<file path="config.mk">
export PLATFORM = sky130hd
export DESIGN_NAME = uacc_splitter
export DESIGN_NICKNAME = d
export VERILOG_FILES = /design/src/rtl/uacc_pkg.sv /design/src/rtl/uacc_plan.sv /design/src/rtl/uacc_hiaddr.sv /design/src/rtl/uacc_merge.sv /design/src/rtl/uacc_splitter.sv
export SDC_FILE = /design/constraint.sdc
export NUM_CORES = 1
export LEC_CHECK = 0
export CORE_MARGIN = 3
export CORE_UTILIZATION = 32
export CTS_CLUSTER_SIZE = 14
export DETAILED_ROUTE_END_ITERATION = 8
export GPL_TIMING_DRIVEN = 0
export PLACE_DENSITY = 0.57
export RECOVER_POWER = 25
export REMOVE_ABC_BUFFERS = 1
export SLEW_MARGIN = 40
export SYNTH_ARGS = -nofsm -noshare
export SYNTH_HDL_FRONTEND = slang
export SYNTH_SLANG_ARGS = --single-unit
</file>
<file path="constraint.sdc">
create_clock -name clk_i -period 3.02 [get_ports clk_i]
set_input_delay 0.604 -clock clk_i [delete_from_list [all_inputs] [get_ports clk_i]]
set_output_delay 0.604 -clock clk_i [all_outputs]
set_load 0.05 [all_outputs]
</file>
<file path="src/rtl/uacc_pkg.sv">
package uacc_pkg;

  localparam int unsigned LW_BYTES = 4;
  localparam int unsigned LW_BITS  = 8 * LW_BYTES;

  typedef enum logic [1:0] {
    SZ_BYTE = 2'd0,
    SZ_WORD = 2'd1,
    SZ_LONG = 2'd2,
    SZ_RSVD = 2'd3
  } uacc_size_e;

  typedef enum logic [1:0] {
    ST_IDLE = 2'd0,
    ST_LO   = 2'd1,
    ST_HI   = 2'd2,
    ST_DONE = 2'd3
  } uacc_state_e;

  function automatic logic [LW_BITS-1:0] len_mask(input logic [2:0] len);
    logic [LW_BITS-1:0] m;
    case (len)
      3'd1:    m = 32'h0000_00FF;
      3'd2:    m = 32'h0000_FFFF;
      3'd3:    m = 32'h00FF_FFFF;
      default: m = 32'hFFFF_FFFF;
    endcase
    return m;
  endfunction

  function automatic logic [LW_BYTES-1:0] lane_mask(input logic [2:0] len, input logic [1:0] off);
    logic [LW_BYTES-1:0] b;
    case (len)
      3'd1:    b = 4'b0001;
      3'd2:    b = 4'b0011;
      3'd3:    b = 4'b0111;
      default: b = 4'b1111;
    endcase
    return b << off;
  endfunction

endpackage

</file>
<file path="src/rtl/uacc_plan.sv">
// Split plan: fragment lengths for a given size and byte offset.
module uacc_plan
  import uacc_pkg::*;
(
  input  uacc_size_e  size_i,
  input  logic [1:0]  off_i,
  output logic [2:0]  len_lo_o,
  output logic [2:0]  len_hi_o,
  output logic        two_o
);

  always_comb begin
    len_lo_o = 3'd4;
    len_hi_o = 3'd0;
    unique case (size_i)
      SZ_BYTE: len_lo_o = 3'd1;
      SZ_WORD: begin
        if (off_i == 2'd3) begin
          len_lo_o = 3'd1;
          len_hi_o = 3'd1;
        end else begin
          len_lo_o = 3'd2;
        end
      end
      default: begin
        len_lo_o = 3'd4 - {1'b0, off_i};
        len_hi_o = {1'b0, off_i};
      end
    endcase
    two_o = (len_hi_o != 3'd0);
  end

endmodule

</file>
<file path="src/rtl/uacc_hiaddr.sv">
// Second-longword address: supplied on page cross, else next longword.
module uacc_hiaddr #(
  parameter int unsigned PA_W = 30
) (
  input  logic [PA_W-1:0] addr_i,
  input  logic [PA_W-1:0] addr2_i,
  input  logic            cross_i,
  output logic [PA_W-1:0] hi_addr_o
);

  localparam logic [PA_W-1:0] LW_STEP  = PA_W'(4);
  localparam logic [PA_W-1:0] LW_ALIGN = ~PA_W'(3);

  logic [PA_W-1:0] next_lw;

  always_comb begin
    next_lw   = addr_i + LW_STEP;
    hi_addr_o = (cross_i ? addr2_i : next_lw) & LW_ALIGN;
  end

endmodule

</file>
<file path="src/rtl/uacc_merge.sv">
// Read result assembly from right-justified fragments.
module uacc_merge
  import uacc_pkg::*;
(
  input  logic [LW_BITS-1:0] lo_i,
  input  logic [LW_BITS-1:0] hi_i,
  input  logic [2:0]         len_lo_i,
  input  logic [2:0]         len_hi_i,
  output logic [LW_BITS-1:0] data_o
);

  logic [5:0]         sh;
  logic [LW_BITS-1:0] hi_m;

  always_comb begin
    sh     = {len_lo_i, 3'b000};
    hi_m   = hi_i & len_mask(len_hi_i);
    data_o = lo_i | (hi_m << sh);
  end

endmodule

</file>
<file path="src/rtl/uacc_splitter.sv">
module uacc_splitter
  import uacc_pkg::*;
#(
  parameter int unsigned PA_W = 30
) (
  input  logic            clk_i,
  input  logic            rst_ni,
  input  logic            req_valid_i,
  output logic            req_ready_o,
  input  logic [1:0]      req_size_i,
  input  logic            req_write_i,
  input  logic [PA_W-1:0] req_addr_i,
  input  logic [PA_W-1:0] req_addr2_i,
  input  logic            req_cross_i,
  input  logic [31:0]     req_wdata_i,
  output logic            frag_valid_o,
  input  logic            frag_ack_i,
  output logic            frag_write_o,
  output logic [PA_W-1:0] frag_addr_o,
  output logic [2:0]      frag_len_o,
  output logic [3:0]      frag_be_o,
  output logic [31:0]     frag_wdata_o,
  input  logic [31:0]     frag_rdata_i,
  output logic            done_o,
  output logic [31:0]     rdata_o
);

  uacc_state_e     state_q;
  uacc_size_e      size_q;
  logic            wr_q;
  logic [PA_W-1:0] addr_q, hi_q;
  logic [31:0]     wdata_q, rlo_q, rdata_q;

  logic [PA_W-1:0] hi_addr;
  logic [2:0]      len_lo, len_hi;
  logic            two;
  logic [31:0]     rd_lo_m, merged;
  logic            in_hi;

  uacc_hiaddr #(.PA_W(PA_W)) u_hiaddr (
    .addr_i    (req_addr_i),
    .addr2_i   (req_addr2_i),
    .cross_i   (req_cross_i),
    .hi_addr_o (hi_addr)
  );

  uacc_plan u_plan (
    .size_i   (size_q),
    .off_i    (addr_q[1:0]),
    .len_lo_o (len_lo),
    .len_hi_o (len_hi),
    .two_o    (two)
  );

  uacc_merge u_merge (
    .lo_i     (rlo_q),
    .hi_i     (frag_rdata_i),
    .len_lo_i (len_lo),
    .len_hi_i (len_hi),
    .data_o   (merged)
  );

  assign rd_lo_m = frag_rdata_i & len_mask(len_lo);
  assign in_hi   = (state_q == ST_HI);

  always_ff @(posedge clk_i or negedge rst_ni) begin
    if (!rst_ni) begin
      state_q <= ST_IDLE;
      size_q  <= SZ_BYTE;
      wr_q    <= 1'b0;
      addr_q  <= '0;
      hi_q    <= '0;
      wdata_q <= '0;
      rlo_q   <= '0;
      rdata_q <= '0;
    end else begin
      unique case (state_q)
        ST_IDLE: if (req_valid_i) begin
          size_q  <= uacc_size_e'(req_size_i);
          wr_q    <= req_write_i;
          addr_q  <= req_addr_i;
          hi_q    <= hi_addr;
          wdata_q <= req_wdata_i;
          state_q <= ST_LO;
        end
        ST_LO: if (frag_ack_i) begin
          rlo_q <= rd_lo_m;
          if (two) begin
            state_q <= ST_HI;
          end else begin
            rdata_q <= wr_q ? '0 : rd_lo_m;
            state_q <= ST_DONE;
          end
        end
        ST_HI: if (frag_ack_i) begin
          rdata_q <= wr_q ? '0 : merged;
          state_q <= ST_DONE;
        end
        default: state_q <= ST_IDLE;
      endcase
    end
  end

  always_comb begin
    req_ready_o  = (state_q == ST_IDLE);
    frag_valid_o = (state_q == ST_LO) || in_hi;
    frag_write_o = wr_q;
    frag_addr_o  = in_hi ? hi_q : addr_q;
    frag_len_o   = in_hi ? len_hi : len_lo;
    frag_be_o    = lane_mask(frag_len_o, frag_addr_o[1:0]);
    frag_wdata_o = in_hi ? ((wdata_q >> {len_lo, 3'b000}) & len_mask(len_hi))
                         : (wdata_q & len_mask(len_lo));
    done_o       = (state_q == ST_DONE);
    rdata_o      = rdata_q;
  end

  AST_FRAG_HOLD: assert property (@(posedge clk_i) disable iff (!rst_ni)
    frag_valid_o && !frag_ack_i |=> frag_valid_o && $stable(frag_addr_o)
      && $stable(frag_len_o) && $stable(frag_wdata_o));
  AST_HI_ALIGNED: assert property (@(posedge clk_i) disable iff (!rst_ni)
    in_hi |-> frag_addr_o[1:0] == 2'b00);
  AST_IN_LONGWORD: assert property (@(posedge clk_i) disable iff (!rst_ni)
    frag_valid_o |-> ({2'b00, frag_addr_o[1:0]} + {1'b0, frag_len_o}) <= 4'd4);
  AST_BE_COUNT: assert property (@(posedge clk_i) disable iff (!rst_ni)
    frag_valid_o |-> $countones(frag_be_o) == int'(frag_len_o));
  AST_DONE_PULSE: assert property (@(posedge clk_i) disable iff (!rst_ni)
    done_o |=> !done_o);
  AST_DONE_AFTER_ACK: assert property (@(posedge clk_i) disable iff (!rst_ni)
    $rose(done_o) |-> $past(frag_valid_o && frag_ack_i));
  AST_NOT_READY_BUSY: assert property (@(posedge clk_i) disable iff (!rst_ni)
    (frag_valid_o || done_o) |-> !req_ready_o);

endmodule

</file>
# Yosys cells after proc, flatten, opt, wreduce, memory -nomap -nowiden
# Cells that the tools add are included.
dict set report op_classes {
  n_addsub 2
  mul 0
  div 0
  magnitude_cmp 0
  n_eq_ne 18
  n_shift 3
  muxes 22
  bitwise_logic 5
  n_reduce_logical 9
}
# operator n
set ops {}
lappend ops {{2-to-1 mux 32 bit} 6}
lappend ops {{case mux 32 bit (3 select lines)} 2}
lappend ops {{bitwise AND 32 bit} 4}
lappend ops {{case mux 32 bit (2 select lines)} 1}
lappend ops {{2-to-1 mux 30 bit} 2}
lappend ops {{OR 32 bit} 1}
lappend ops {{<< shifter 32 x 6 -> 32 bit} 1}
lappend ops {{right shift 32 x 6 -> 32 bit} 1}
lappend ops {{adder 30 x 3 -> 30 bit, second input constant} 1}
lappend ops {{equality test 3 x 2 -> 1 bit, second input constant} 6}
lappend ops {{case mux 3 bit (2 select lines)} 2}
lappend ops {{case mux 4 bit (3 select lines)} 1}
lappend ops {{equality test 3 x 1 -> 1 bit, second input constant} 3}
lappend ops {{2-to-1 mux 2 bit} 4}
lappend ops {{inequality test 2 bit, second input constant} 4}
lappend ops {{equality test 2 bit, second input constant} 3}
lappend ops {{case mux 2 bit (3 select lines)} 1}
lappend ops {{equality test 2 x 1 -> 1 bit, second input constant} 2}
lappend ops {{logical NOT 2 bit} 2}
lappend ops {{AND reduction 2 bit} 2}
lappend ops {{AND reduction 4 bit} 1}
lappend ops {{<< shifter 4 x 2 -> 4 bit} 1}
lappend ops {{2-to-1 mux 3 bit} 1}
lappend ops {{AND reduction 3 bit} 1}
lappend ops {{other kinds (5)} 6}
dict set report word_totals {
  ff_bits 159
  latch_bits 0
  ram_bits 0
  romBits 0
  in_bits 132
  out_inout_bits 105
  wordCells 67
  memories 0
}

# Logic depth before layout (Yosys ltp)
dict set report depth {
  word_depth 11
  depth_mapped 11
  depth_no_buf 9
}

# Hierarchy
# From an unflattened synthesis, not the netlist that was laid out.
dict set report hier_totals {
  cells_unflattened 938
  hier_area_um2 9860.7
}
# module instances cells_each area_per_inst_um2 seq_area_each_um2
set by_module_without_submodules {}
lappend by_module_without_submodules {uacc_splitter 1 635 7881.3 4028.9}
lappend by_module_without_submodules {uacc_merge 1 135 1001.0 0.0}
lappend by_module_without_submodules {uacc_hiaddr 1 152 872.1 0.0}
lappend by_module_without_submodules {uacc_plan 1 16 106.4 0.0}

# Worst setup path before layout
# Ideal clock, no wire load.
dict set report synth_path {
  path_kind {flip-flop to output port}
  startpoint {register state_q[0]}
  endpoint {output port frag_be_o[2]}
  t_arrival_ns 3.287
  required_ns 2.416
  setup_slack_ns -0.871
  path_stages_with_launch 8
  n_path_buf 1
  path_cell_list {dfrtp_1 inv_1 ha_1 buf_4 a211oi_1 or3_1 nand2_1 a31oi_1}
}
dict set report synth_between {
  elab_chain_cells 5
  elab_cells_between_ends 8
  classes_between {eq/ne (4); shift (1); mux (3)}
}
# item line_no
set synth_rtl {}
lappend synth_rtl {{start: declaration} uacc_splitter.sv:28} ;# uacc_state_e state_q;
lappend synth_rtl {{start signal: assignment} uacc_splitter.sv:68} ;# state_q <= ST_IDLE;
lappend synth_rtl {{start signal: assignment} uacc_splitter.sv:84} ;# state_q <= ST_LO;
lappend synth_rtl {{start signal: assignment} uacc_splitter.sv:89} ;# state_q <= ST_HI;
lappend synth_rtl {{equality test 2 bit (*)} uacc_splitter.sv:64} ;# assign in_hi = (state_q == ST_HI);
lappend synth_rtl {{2-to-1 mux 3 bit (*)} uacc_splitter.sv:109} ;# frag_len_o = in_hi ? len_hi : len_lo;
lappend synth_rtl {{via frag_len_o[0]} uacc_splitter.sv:20} ;# output logic [2:0] frag_len_o,
lappend synth_rtl {{equality test 3 x 2 -> 1 bit or equality test 3 x 1 -> 1 bit (tied branches)} uacc_pkg.sv:33} ;# case (len)
lappend synth_rtl {{case mux 4 bit (3 select lines) (*)} uacc_pkg.sv:33}
lappend synth_rtl {{<< shifter 4 x 2 -> 4 bit (*)} uacc_pkg.sv:39} ;# return b << off;
lappend synth_rtl {{end: declaration} uacc_splitter.sv:21} ;# output logic [3:0] frag_be_o,
# The timed path passes the listed nets; every way through them passes the cells marked *.

# Worst setup path in the final report
dict set report layout_path {
  startpoint {register size_q[1]}
  endpoint {output port frag_wdata_o[10]}
}
dict set report layout_between {
  elab_chain_cells 6
  elab_cells_between_ends 16
  classes_between {eq/ne (7); shift (1); mux (5); bitwise (2); reduce/logical (1)}
}
# item line_no
set layout_rtl {}
lappend layout_rtl {{start: declaration} uacc_splitter.sv:29} ;# uacc_size_e size_q;
lappend layout_rtl {{start signal: assignment} uacc_splitter.sv:79} ;# size_q <= uacc_size_e'(req_size_i);
lappend layout_rtl {{branches (longest 5 deep; another with right shift 32 x 6 -> 32 bit)} --}
lappend layout_rtl {{2-to-1 mux 32 bit (*)} uacc_splitter.sv:111} ;# frag_wdata_o = in_hi ? ((wdata_q >> {len_lo, 3'b000}) & len_mask(len_hi))
lappend layout_rtl {{end: declaration} uacc_splitter.sv:22} ;# output logic [31:0] frag_wdata_o,
# Every way passes the cells marked *.

==> results.json <==
{
  "status": "finished, violations left",
  "violations": "max-capacitance violations, max-slew violations, negative setup slack",
  "grt_pass1_wl_mm": 50.0,
  "rsz0062_at_grt": "yes",
  "start_util_pct": 32.6,
  "cp-start-kind": "register",
  "clockRootBuffer": "clkbuf_16",
  "drive_gt1_share_pct": 19.8,
  "n_fill_cell": 2718,
  "crit_path_end_kind": "primary output",
  "final_util_pct": 47.7,
  "die_area_um2": 30500,
  "clk_latency_ns": 0.43,
  "worst-slew-pin-transition_ns": 2.07,
  "cts_buffers": 17,
  "met2_wirelength_mm": 15.0,
  "synth_area_per_cell_um2": 8.69,
  "hpwl_mm": 21.2,
  "nets": 1440,
  "cp_cell_sequence": "clkinvlp_4, and3_4, a21oi_4, inv_2, ha_4, or3_4, nor2_2, a221o_1, buf_6",
  "synth_flop_cell": "dfrtp_1",
  "clockBufferDepth": 2,
  "synth_cell_type_count": 59,
  "power_frac_comb_pct": 66.4,
  "synth_top_cell_area_share_pct": 43.7,
  "max_freq_mhz": 316,
  "yosysSeqAreaShare_pct": 43.7,
  "area_growth_syn_to_layout_pct": 46.4,
  "ir_drop_mv": 0.588,
  "antenna_found_initial": 2,
  "min_from": "addr_q[23]",
  "cts_tree": "built",
  "place_area_um2": 11900,
  "vias": 8764,
  "cp_max_fo": 8,
  "p_leak_nw": 5.92,
  "synth_edf_count": 0,
  "synth_seq_cells": 159,
  "swShare_pct": 50.8,
  "final_common_cell": "nand2_1",
  "syn_inst": 1047,
  "rows": 61,
  "grt_max_degree": 70,
  "route.detailed.drc": 0,
  "ant_nets": 0,
  "netlist_top_cells_area": "dfrtp_1, nand2_1, mux2_2",
  "wl_met1_mm": 13.8,
  "syn_area_um2": 9100,
  "power.density_nw_per_um2": 1350,
  "die_w_um": 175,
  "first_iter_violations": 653,
  "reg2reg_slack_ns": 0.29,
  "clock_skew_ns": 0.0132,
  "final_cell_mix": "nand2_1, clkdlybuf4s50_1, dfrtp_1, a21oi_1, buf_4",
  "final_cells": 1689,
  "setup_tns_ns": -1.24,
  "cts.sinks": 159,
  "globalplace.congestion": 0.801,
  "wl_mm": 32.0,
  "crit_path_max_incr_delay_ns": 0.49,
  "core_um2": 27900,
  "htree_levels": 4,
  "relSlewSlack_pct": -37.9,
  "ioPinCount": 237,
  "cp_top_family": "simple AND/OR/NAND/NOR gates",
  "async_flop_share_pct": 100,
  "p_seq_share_pct": 21.1,
  "report.final.slew_viol_count": 36,
  "min_to": "addr_q[23]",
  "routedWlPerCell_um": 19.0,
  "io_buffers": 234,
  "p_sw_mw": 9.14,
  "crit_buf_inv": 3,
  "required_ns": 2.42,
  "synth_warnings": 0,
  "vias_per_cell": 5.19,
  "cts.clk_slew.worst_paths_ns": 0.07,
  "die_h_um": 175,
  "drv_cap": 1,
  "dr.pass1.iters": 5,
  "crit_slowest_cell": "or3_4",
  "highest_layer": "met5",
  "grt_pass1_vias": 8854,
  "hp-class": "reg -> reg",
  "post-route-min-period_ns": 3.16,
  "ff2ff_path_depth": 10,
  "reg2reg_to": "rdata_o[30]",
  "internal-power_mw": 8.85,
  "grt_overflow_total": 0,
  "hold_buffers": 0,
  "clockPowerShare_pct": 12.5,
  "hold_viol": 0,
  "wl_met3_mm": 2.74,
  "holdPathStages": 2,
  "track_usage_pct": 20.6,
  "final_area_um2": 13300,
  "fin_crit_sh_pct": 105,
  "placed_cells": 1599,
  "synth_largest_area_cell": "dfrtp_1",
  "crit_arrival_ns": 2.56,
  "r2r_start": "size_q[1]",
  "fin_ws_ns": -0.145,
  "path_class": "reg -> out",
  "setup-violations-final": 15
}
==> cell families after synthesis <==
logic type / after synthesis / share of synthesized area (%)
multiplexers: 45 / 5.50
flip-flops: 159 / 43.7
buffers and inverters: 89 / 4.27
XOR/XNOR: 26 / 2.50
AND/OR/NAND/NOR: 458 / 22.9
AO/OA/AOI/OAI: 260 / 19.7
adder cells (fa/ha/maj): 10 / 1.37
==> synthesized netlist by cell type (18+ instances only) <==
cell type / n
a22o_1: 23
a22oi_1: 25
and3_1: 19
nand3_1: 32
dfrtp_1: 159
a21oi_1: 68
clkbuf_1: 42
inv_1: 18
nor2_1: 52
mux2_2: 40
nand2b_1: 21
nand2_1: 270
o21ai_0: 55
and2_1: 20
==> worst register-to-register path: stages, from the launching register on <==
cell and delay (ns):
dfrtp_4 0.47, clkinvlp_4 0.13, and3_4 0.21, a21oi_4 0.15, ha_4 0.17, buf_4 0.12
mux2_2 0.20, nand4_1 0.34, nor3b_2 0.58, a21oi_1 0.15, o21ai_1 0.13
==> per-layer routing <==
metal  vias up  track usage [%]
li1       4184                -
met1      4241             26.9
met2       302             33.1
met3        33             6.78
met4         4             4.99
met5         -                0
==> final cells by class <==
cell class	count	area, um2	share of cell area, %
antenna	1	2.50	0.0188
timing repair buffer	302	3050	22.9
clock buffer	17	425	3.19
multi-input combinational	799	5140	38.6
tap	378	473	3.55
sequential	159	3990	29.9
clock inverter	14	173	1.30
inverter	19	75.1	0.563
==> power by group through the flow <==
stage          Sequential (mW)  Clock, mW  Combinational [mW]
6_report                  3.79       2.25                11.9
5_1_grt                   3.93       2.40                12.7
4_1_cts                   3.76       2.32                11.4
3_5_place_dp              3.82          0                10.4
3_3_place_gp              3.80          0                10.1
2_1_floorplan             4.17          0                6.42
==> state kept, by name (all words and copies together), names as in the netlist <==
register      flops
addr_q           30
frag_write_o      1
hi_q             28
rdata_o          32
rlo_q            32
size_q            2
state_q           2
wdata_q          32
==> repair_timing <==
item,4_1_cts,5_1_grt
buffers inserted,42,16
endpoints found under the setup margin,88,37
pin swaps,26,22
cloned,1,0
gates resized for setup,337,50
==> metrics by stage <==
stage / total power, mW / worst slack [ns] / hold slack [ns]
floorplan: 10.6 / -2.00 / 0.308
global placement: 13.9 / -5.85 / 0.453
detailed placement: 14.2 / -1.54 / 0.459
CTS: 17.4 / -0.130 / 0.0360
global route: 19.0 / -0.239 / 0.494
finish: 18.0 / -0.145 / 0.469
==> worst max path at each step <==
stage | cells after the start | endpoint | slack [ns] | startpoint
6_report | 9 | frag_wdata_o[10] | -0.14 | size_q[1]
5_1_grt | 9 | frag_wdata_o[15] | -0.24 | addr_q[0]
4_1_cts | 10 | frag_wdata_o[23] | -0.13 | addr_q[0]
3_5_place_dp | 7 | frag_wdata_o[2] | -1.54 | addr_q[0]
3_3_place_gp | 1 | addr_q[0] | -5.85 | rst_ni
2_1_floorplan | 6 | frag_be_o[2] | -2.00 | state_q[0]
(Power assumes the default switching activity.)
